===== config.mk =====
export PLATFORM = sky130hd
export DESIGN_NAME = baud_tick_gen
export DESIGN_NICKNAME = d
export VERILOG_FILES = /design/src/rtl/baud_pkg.sv /design/src/rtl/baud_prescale.sv /design/src/rtl/baud_counter.sv /design/src/rtl/baud_phase.sv /design/src/rtl/baud_tick_gen.sv
export SDC_FILE = /design/constraint.sdc
export NUM_CORES = 1
export LEC_CHECK = 0
export CAP_MARGIN = 25
export CORE_AREA = 2 2 67 69
export DETAILED_ROUTE_END_ITERATION = 6
export DIE_AREA = 0 0 69 71
export PLACE_DENSITY = 0.46
export SLEW_MARGIN = 20
export SYNTH_ARGS = -nofsm -noshare
export SYNTH_HDL_FRONTEND = slang
export SYNTH_SLANG_ARGS = --single-unit

===== constraint.sdc =====
create_clock -name clk_i -period 4.9 [get_ports clk_i]
set_input_delay 0.98 -clock clk_i [delete_from_list [all_inputs] [get_ports clk_i]]
set_output_delay 0.98 -clock clk_i [all_outputs]
set_load 0.1 [all_outputs]

===== src/rtl/baud_pkg.sv =====
package baud_pkg;
    localparam int DIV_W_DEF    = 8;
    localparam int PRE_LOG2_DEF = 2;
    localparam int OVS_LOG2_DEF = 4;

    typedef enum logic [1:0] {
        MODE_ASYNC_SLOW = 2'd0,
        MODE_ASYNC_FAST = 2'd1,
        MODE_SYNC       = 2'd2
    } rate_mode_e;
endpackage


===== src/rtl/baud_prescale.sv =====
module baud_prescale
    import baud_pkg::*;
#(
    parameter int PRE_LOG2 = PRE_LOG2_DEF
) (
    input  logic       clk_i,
    input  logic       rst_i,
    input  logic       restart_i,
    input  rate_mode_e mode_i,
    output logic       strobe_o
);
    localparam logic [PRE_LOG2-1:0] PRE_LAST = '1;

    typedef struct packed {
        logic [PRE_LOG2-1:0] cnt;
    } pre_state_t;

    pre_state_t st_d, st_q;
    logic       bypass;

    // The fast asynchronous mode skips the fixed divider.
    assign bypass = (mode_i == MODE_ASYNC_FAST);

    always_comb begin
        st_d = st_q;
        if (rst_i || restart_i) begin
            // Park on the terminal value so the first active cycle strobes.
            st_d.cnt = PRE_LAST;
        end else begin
            st_d.cnt = st_q.cnt + 1'b1;
        end
        strobe_o = !restart_i && (bypass || (st_q.cnt == PRE_LAST));
    end

    always_ff @(posedge clk_i) begin
        st_q <= st_d;
    end
endmodule


===== src/rtl/baud_counter.sv =====
module baud_counter
    import baud_pkg::*;
#(
    parameter int DIV_W = DIV_W_DEF
) (
    input  logic             clk_i,
    input  logic             rst_i,
    input  logic             restart_i,
    input  logic             strobe_i,
    input  logic             wr_i,
    input  logic [DIV_W-1:0] div_i,
    output logic             base_o
);
    typedef struct packed {
        logic [DIV_W-1:0] cnt;
        logic [DIV_W-1:0] div;
    } cnt_state_t;

    cnt_state_t st_d, st_q;

    always_comb begin
        st_d   = st_q;
        base_o = 1'b0;
        if (wr_i) begin
            st_d.div = div_i;
        end
        if (rst_i) begin
            st_d.cnt = '0;
            st_d.div = '0;
        end else if (restart_i) begin
            st_d.cnt = '0;
        end else if (strobe_i) begin
            if (st_q.cnt == '0) begin
                base_o   = 1'b1;
                st_d.cnt = st_q.div;
            end else begin
                st_d.cnt = st_q.cnt - 1'b1;
            end
        end
    end

    always_ff @(posedge clk_i) begin
        st_q <= st_d;
    end
endmodule


===== src/rtl/baud_phase.sv =====
module baud_phase
    import baud_pkg::*;
#(
    parameter int OVS_LOG2 = OVS_LOG2_DEF
) (
    input  logic       clk_i,
    input  logic       rst_i,
    input  logic       restart_i,
    input  logic       base_i,
    input  rate_mode_e mode_i,
    output logic       os_tick_o,
    output logic       bit_tick_o
);
    localparam logic [OVS_LOG2-1:0] PH_LAST = '1;

    typedef struct packed {
        logic [OVS_LOG2-1:0] phase;
        logic                os;
        logic                bt;
    } ph_state_t;

    ph_state_t st_d, st_q;
    logic      is_sync;

    assign is_sync = (mode_i == MODE_SYNC);

    always_comb begin
        st_d = st_q;
        if (rst_i || restart_i) begin
            st_d = '0;
        end else begin
            st_d.os = base_i && !is_sync;
            st_d.bt = base_i && (is_sync || (st_q.phase == PH_LAST));
            if (base_i && !is_sync) begin
                st_d.phase = st_q.phase + 1'b1;
            end
        end
    end

    always_ff @(posedge clk_i) begin
        st_q <= st_d;
    end

    assign os_tick_o  = st_q.os;
    assign bit_tick_o = st_q.bt;
endmodule


===== src/rtl/baud_tick_gen.sv =====
module baud_tick_gen
    import baud_pkg::*;
#(
    parameter int DIV_W    = DIV_W_DEF,
    parameter int PRE_LOG2 = PRE_LOG2_DEF,
    parameter int OVS_LOG2 = OVS_LOG2_DEF
) (
    input  logic             clk_i,
    input  logic             rst_i,
    input  logic             run_i,
    input  logic             sync_i,
    input  logic             fast_i,
    input  logic             div_wr_i,
    input  logic [DIV_W-1:0] div_i,
    output logic             os_tick_o,
    output logic             bit_tick_o
);
    rate_mode_e mode;
    logic       restart;
    logic       strobe;
    logic       base;

    always_comb begin
        if (sync_i) begin
            mode = MODE_SYNC;
        end else if (fast_i) begin
            mode = MODE_ASYNC_FAST;
        end else begin
            mode = MODE_ASYNC_SLOW;
        end
    end

    // Disabled or freshly written: hold every stage in its start state.
    assign restart = !run_i || div_wr_i;

    baud_prescale #(.PRE_LOG2(PRE_LOG2)) pre_i (
        .clk_i     (clk_i),
        .rst_i     (rst_i),
        .restart_i (restart),
        .mode_i    (mode),
        .strobe_o  (strobe)
    );

    baud_counter #(.DIV_W(DIV_W)) cnt_i (
        .clk_i     (clk_i),
        .rst_i     (rst_i),
        .restart_i (restart),
        .strobe_i  (strobe),
        .wr_i      (div_wr_i),
        .div_i     (div_i),
        .base_o    (base)
    );

    baud_phase #(.OVS_LOG2(OVS_LOG2)) ph_i (
        .clk_i      (clk_i),
        .rst_i      (rst_i),
        .restart_i  (restart),
        .base_i     (base),
        .mode_i     (mode),
        .os_tick_o  (os_tick_o),
        .bit_tick_o (bit_tick_o)
    );
endmodule


Yosys cells after proc, flatten, opt, wreduce, memory -nomap -nowiden
Cells that the tools add are included.
- logic and storage cells: 32
- bits of input ports: 14
- output and inout bits: 2
- register bits: 24
- mux-type cells: 7
- reductions and logical operators: 12
- $add $sub $neg: 3
- equality and inequality tests: 4
- operators with widths (kind ; count):
    8-bit logical NOT ; 1
    8-bit 2-to-1 mux ; 1
    8-bit by 1-bit subtractor with 8-bit output (second input constant) ; 1
    1-bit 2-to-1 mux ; 5
    4-bit by 1-bit adder with 4-bit output (second input constant) ; 1
    2-bit == test (second input constant) ; 2
    4-bit == test (second input constant) ; 1
    1-bit logical OR ; 4
    1-bit logical AND ; 3
    1-bit logical NOT ; 3
    2-bit by 1-bit adder with 2-bit output (second input constant) ; 1
    2-bit by 1-bit == test with 1-bit output (second input constant) ; 1
    2-bit 2-to-1 mux ; 1
    2-bit OR reduction ; 1

Longest topological paths before layout
- depth after elaboration: 9
- depth in mapped cells: 6
- depth with buffers taken out: 6

Cells and area by module
Synthesis repeated with hierarchy kept, for this count alone.
- cell total of the unflattened synthesis: 126
- area total of the unflattened synthesis: 1158.6 um^2
- by module, submodules not included (module ; area an instance (um^2) ; cells an instance ; times used ; seq. area each (um^2)):
    baud_counter ; 783.3 ; 86 ; 1 ; 320.3
    baud_phase ; 274.0 ; 29 ; 1 ; 120.1
    baud_prescale ; 81.3 ; 9 ; 1 ; 40.0
    baud_tick_gen ; 20.0 ; 2 ; 1 ; 0.0

Least setup slack after synthesis
OpenSTA, ideal clock, no wires.
- path type: input to register
- start point: input div_wr_i
- end point: register ph_i.st_q[5] in the netlist's numbering
- library setup time: 59 ps
- buffers on the path: 1
- data required time: 4841 ps
- setup slack: 2714 ps
- cell stages on the path: 5
- arrival time: 2127 ps
- cell sequence: buf_4 -> nor3b_4 -> o2111ai_4 -> or4_1 -> nand2_1
- word-level cells in the longest chain between the ends: 7
- elaborated cells on any way between the ends: 8
- those cells by class: 3 x mux; 5 x reduce/logical
- RTL lines (what ; RTL line ; source):
    from (decl) ; baud_tick_gen.sv:13 ; input logic div_wr_i,
    1-bit logical OR * ; baud_tick_gen.sv:34 ; assign restart = !run_i || div_wr_i;
    1-bit logical NOT ; baud_prescale.sv:32 ; strobe_o = !restart_i && (bypass || (st_q.cnt == PRE_LAST));
    1-bit logical AND ; baud_prescale.sv:32 ;
    1-bit 2-to-1 mux ; baud_counter.sv:32 ; end else if (strobe_i) begin
    1-bit 2-to-1 mux ; baud_counter.sv:30 ; end else if (restart_i) begin
    1-bit 2-to-1 mux ; baud_counter.sv:27 ; if (rst_i) begin
    1-bit logical AND ; baud_phase.sv:34 ; if (base_i && !is_sync) begin
    to (signal assigned) ; baud_phase.sv:41 ; st_q <= st_d;
    to (decl) ; baud_phase.sv:22 ; ph_state_t st_d, st_q;
Every way passes the cells marked *; elsewhere a longest branch is shown, timed or not.
A chain may end at the register's enable or synchronous reset.

Worst setup path in the final report
Ends and elaborated chain as after synthesis.

==> impl_metrics.ini <==
[synth]
async_flop_share_pct = 0
synth_edf_count = 0
ys_types = 40
synth_top_area_share_pct = 40.0
ys_warn_count = 0
yosys-top-cells-area = dfxtp_1, mux2i_1, nor2_1
yosysMostFrequentCell = dfxtp_1
ys_ff_latch = 24
synth_largest_area_cell = dfxtp_1
synth_common_cells = dfxtp_1, nor2_1, mux2i_1, inv_1, nand2_1
syn_area_per_cell_sq_um = 9.61
synth_area_sq_mm = 0.00120
synth_nets = 143
synthFlopType = dfxtp_1
ys_seq_area_share_pct = 40.0
synth_cells = 125

[floorplan]
dieHeight_microns = 71
ios = 16
rows = 24
core_sq_mm = 0.00420
start_util_pct = 28.6
die_width_microns = 69
fp.dieArea_sq_mm = 0.00490

[hold_path]
hp-start = pre_i.st_q[0]
hp-class = reg2reg

[route]
finalWirelength_mm = 2.58
ant_nets = 0
wl_per_cell_microns = 13.4
drt-initial-drc-count = 23
route.detailed.drc = 0
firstDrtPassIters = 4
vias = 963
avgViaCountPerCell = 5.02

[grt]
grt_pass1_vias = 899
grt_use_total_pct = 11.0
grt_pass1_wl_mm = 4.35
grt_overflow = 0
grt_antenna_before_repair = 0
grt_max_degree = 15

[power_and_ir_drop]
p_leak_nw = 0.558
peakVddDrop_mv = 0.174
p_per_area_mw_per_mm2 = 268

[cts]
clk_pin_slew_ns = 0.08
clk_latency_ns = 0.26
root_buffer = clkbuf_8
cts_resized = 0
cts_max_level = 1
cts_buffer_depth = 2
numCtsBuffers = 3
cts_tree = built
cts_hold_buf = 0
post-cts-setup-buffer-count = 0
cts.sinks = 24

[setup_path]
required_ns = 5.11
end_kind = flip-flop
worst-setup-path-type = in2reg
worst_setup_path_start_kind = primary input
arrival_ns = 3.10
r2r-start = cnt_i.st_q[8]
cp_slowest_cell = clkdlybuf4s50_1
crit_path_max_fanout = 14
crit_path_start = div_wr_i
cpPeakStageDelay_ns = 0.70
crit_chain = clkdlybuf4s50_1 -> nor3b_4 -> o2111ai_4 -> or4_1 -> nand2_1

[sta]
layout_setup_ws_ns = 2.01
fin_worst_skew_ns = 0.00172
layout_min_cycle_time_ns = 2.89
hold_viol = 0
setup_viol = 0
rsz0062_at_grt = no
fin_crit_sh_pct = 58.9
drv_slew = 0
slew_headroom_pct = 35.6
timing.fmax_mhz = 346
final.setup.tns_ns = 0
tightestPinTransition_ns = 0.962

[layout]
num-fill-cells = 435
syn2layout_area_growth_pct = 18.9
fin_nets = 160
antenna_cells = 0
drive_gt1_share_pct = 7.14

[place]
preCtsSetupSlack_ns = 1.71
gp_congestion = 0.833
io_buffers = 15
dp_hpwl_mm = 2.02

[status]
status = finished clean

[flow_run]
cap_violations = 0
-- cells in the final DEF, fill, tap and decap left out, types with 3 or more instances in the layout --
master	Yosys	routed
dfxtp_1	24	24
nor2_1	17	17
clkdlybuf4s50_1	0	15
mux2i_1	14	14
inv_1	7	7
nand2_1	7	7
nor3_1	5	5
a21oi_1	5	5
ha_1	4	4
nand3_1	3	3
nand2b_1	3	3
o21ai_0	3	3
clkbuf_8	0	3
-- final timing paths --
kind / slack (ns) / to / depth (start not counted)
min: 0.39 / pre_i.st_q[0] / 1
max reg2reg: 2.83 / ph_i.st_q[5] / 6
min reg2reg: 0.39 / pre_i.st_q[0] / 1
max: 2.01 / ph_i.st_q[5] / 5
-- stage by stage --
stage	hold slack, ns	power, mW	utilization, %	std cells	instance area [sq um]
after CTS	0.396	0.389	34.0	192	1430
after floorplan	0.362	0.252	-	125	1200
final	0.392	0.382	34.0	192	1430
after global placement	0.370	0.271	33.0	189	1390
after global routing	0.404	0.400	34.0	192	1430
after detailed placement	0.376	0.272	33.0	189	1390
-- registers in the layout, indices dropped and copies added, names as in the netlist --
register	count
cnt_i.st_q	16
ph_i.os_tick_o	1
ph_i.bit_tick_o	1
pre_i.st_q	2
ph_i.st_q	4
-- layer usage --
layer	GRT usage [%]	routed length, microns	vias to the layer above
met4	2.61	15	0
met3	2.99	117	2
met1	14.3	1260	449
met2	18.2	1180	27
met5	0	0	-
li1	-	-	485
-- critical path: cells and delay by family --
family,cells,cell delay [ns]
simple gates,3,1.16
buf+inv,1,0.70
compound gates,1,0.26
-- final cells by class --
type,instances,area (sq um),share of cell area (%)
clock buffer,3,41.3,2.89
inverter,7,26.3,1.84
multi-input combinational,91,664,46.5
sequential,24,480,33.7
tap,52,65.1,4.56
timing repair buffer,15,150,10.5
-- power breakdown --
| part | leakage (nW) | switching (mW) | total [mW] | internal, mW |
|---|---|---|---|---|
| logic | 0.341 | 0.0309 | 0.0613 | 0.0305 |
| clock network | 0.0216 | 0.0604 | 0.115 | 0.0550 |
| registers | 0.196 | 0.00482 | 0.206 | 0.201 |
-- cell families (layout without fill, tap and decap cells) --
| logic type | after synthesis | after routing | synth area share, % |
|---|---|---|---|
| muxes | 14 | 14 | 11.7 |
| buffers and inverters | 10 | 25 | 4.69 |
| adders and majority gates | 4 | 4 | 4.17 |
| xor gates and xnor gates | 1 | 1 | 0.729 |
| AOI/OAI and AO/OA | 24 | 24 | 15.1 |
| DFF | 24 | 24 | 40.0 |
| and+or+nand+nor | 48 | 48 | 23.6 |
Note: power is estimated with default switching activity, not from simulation.
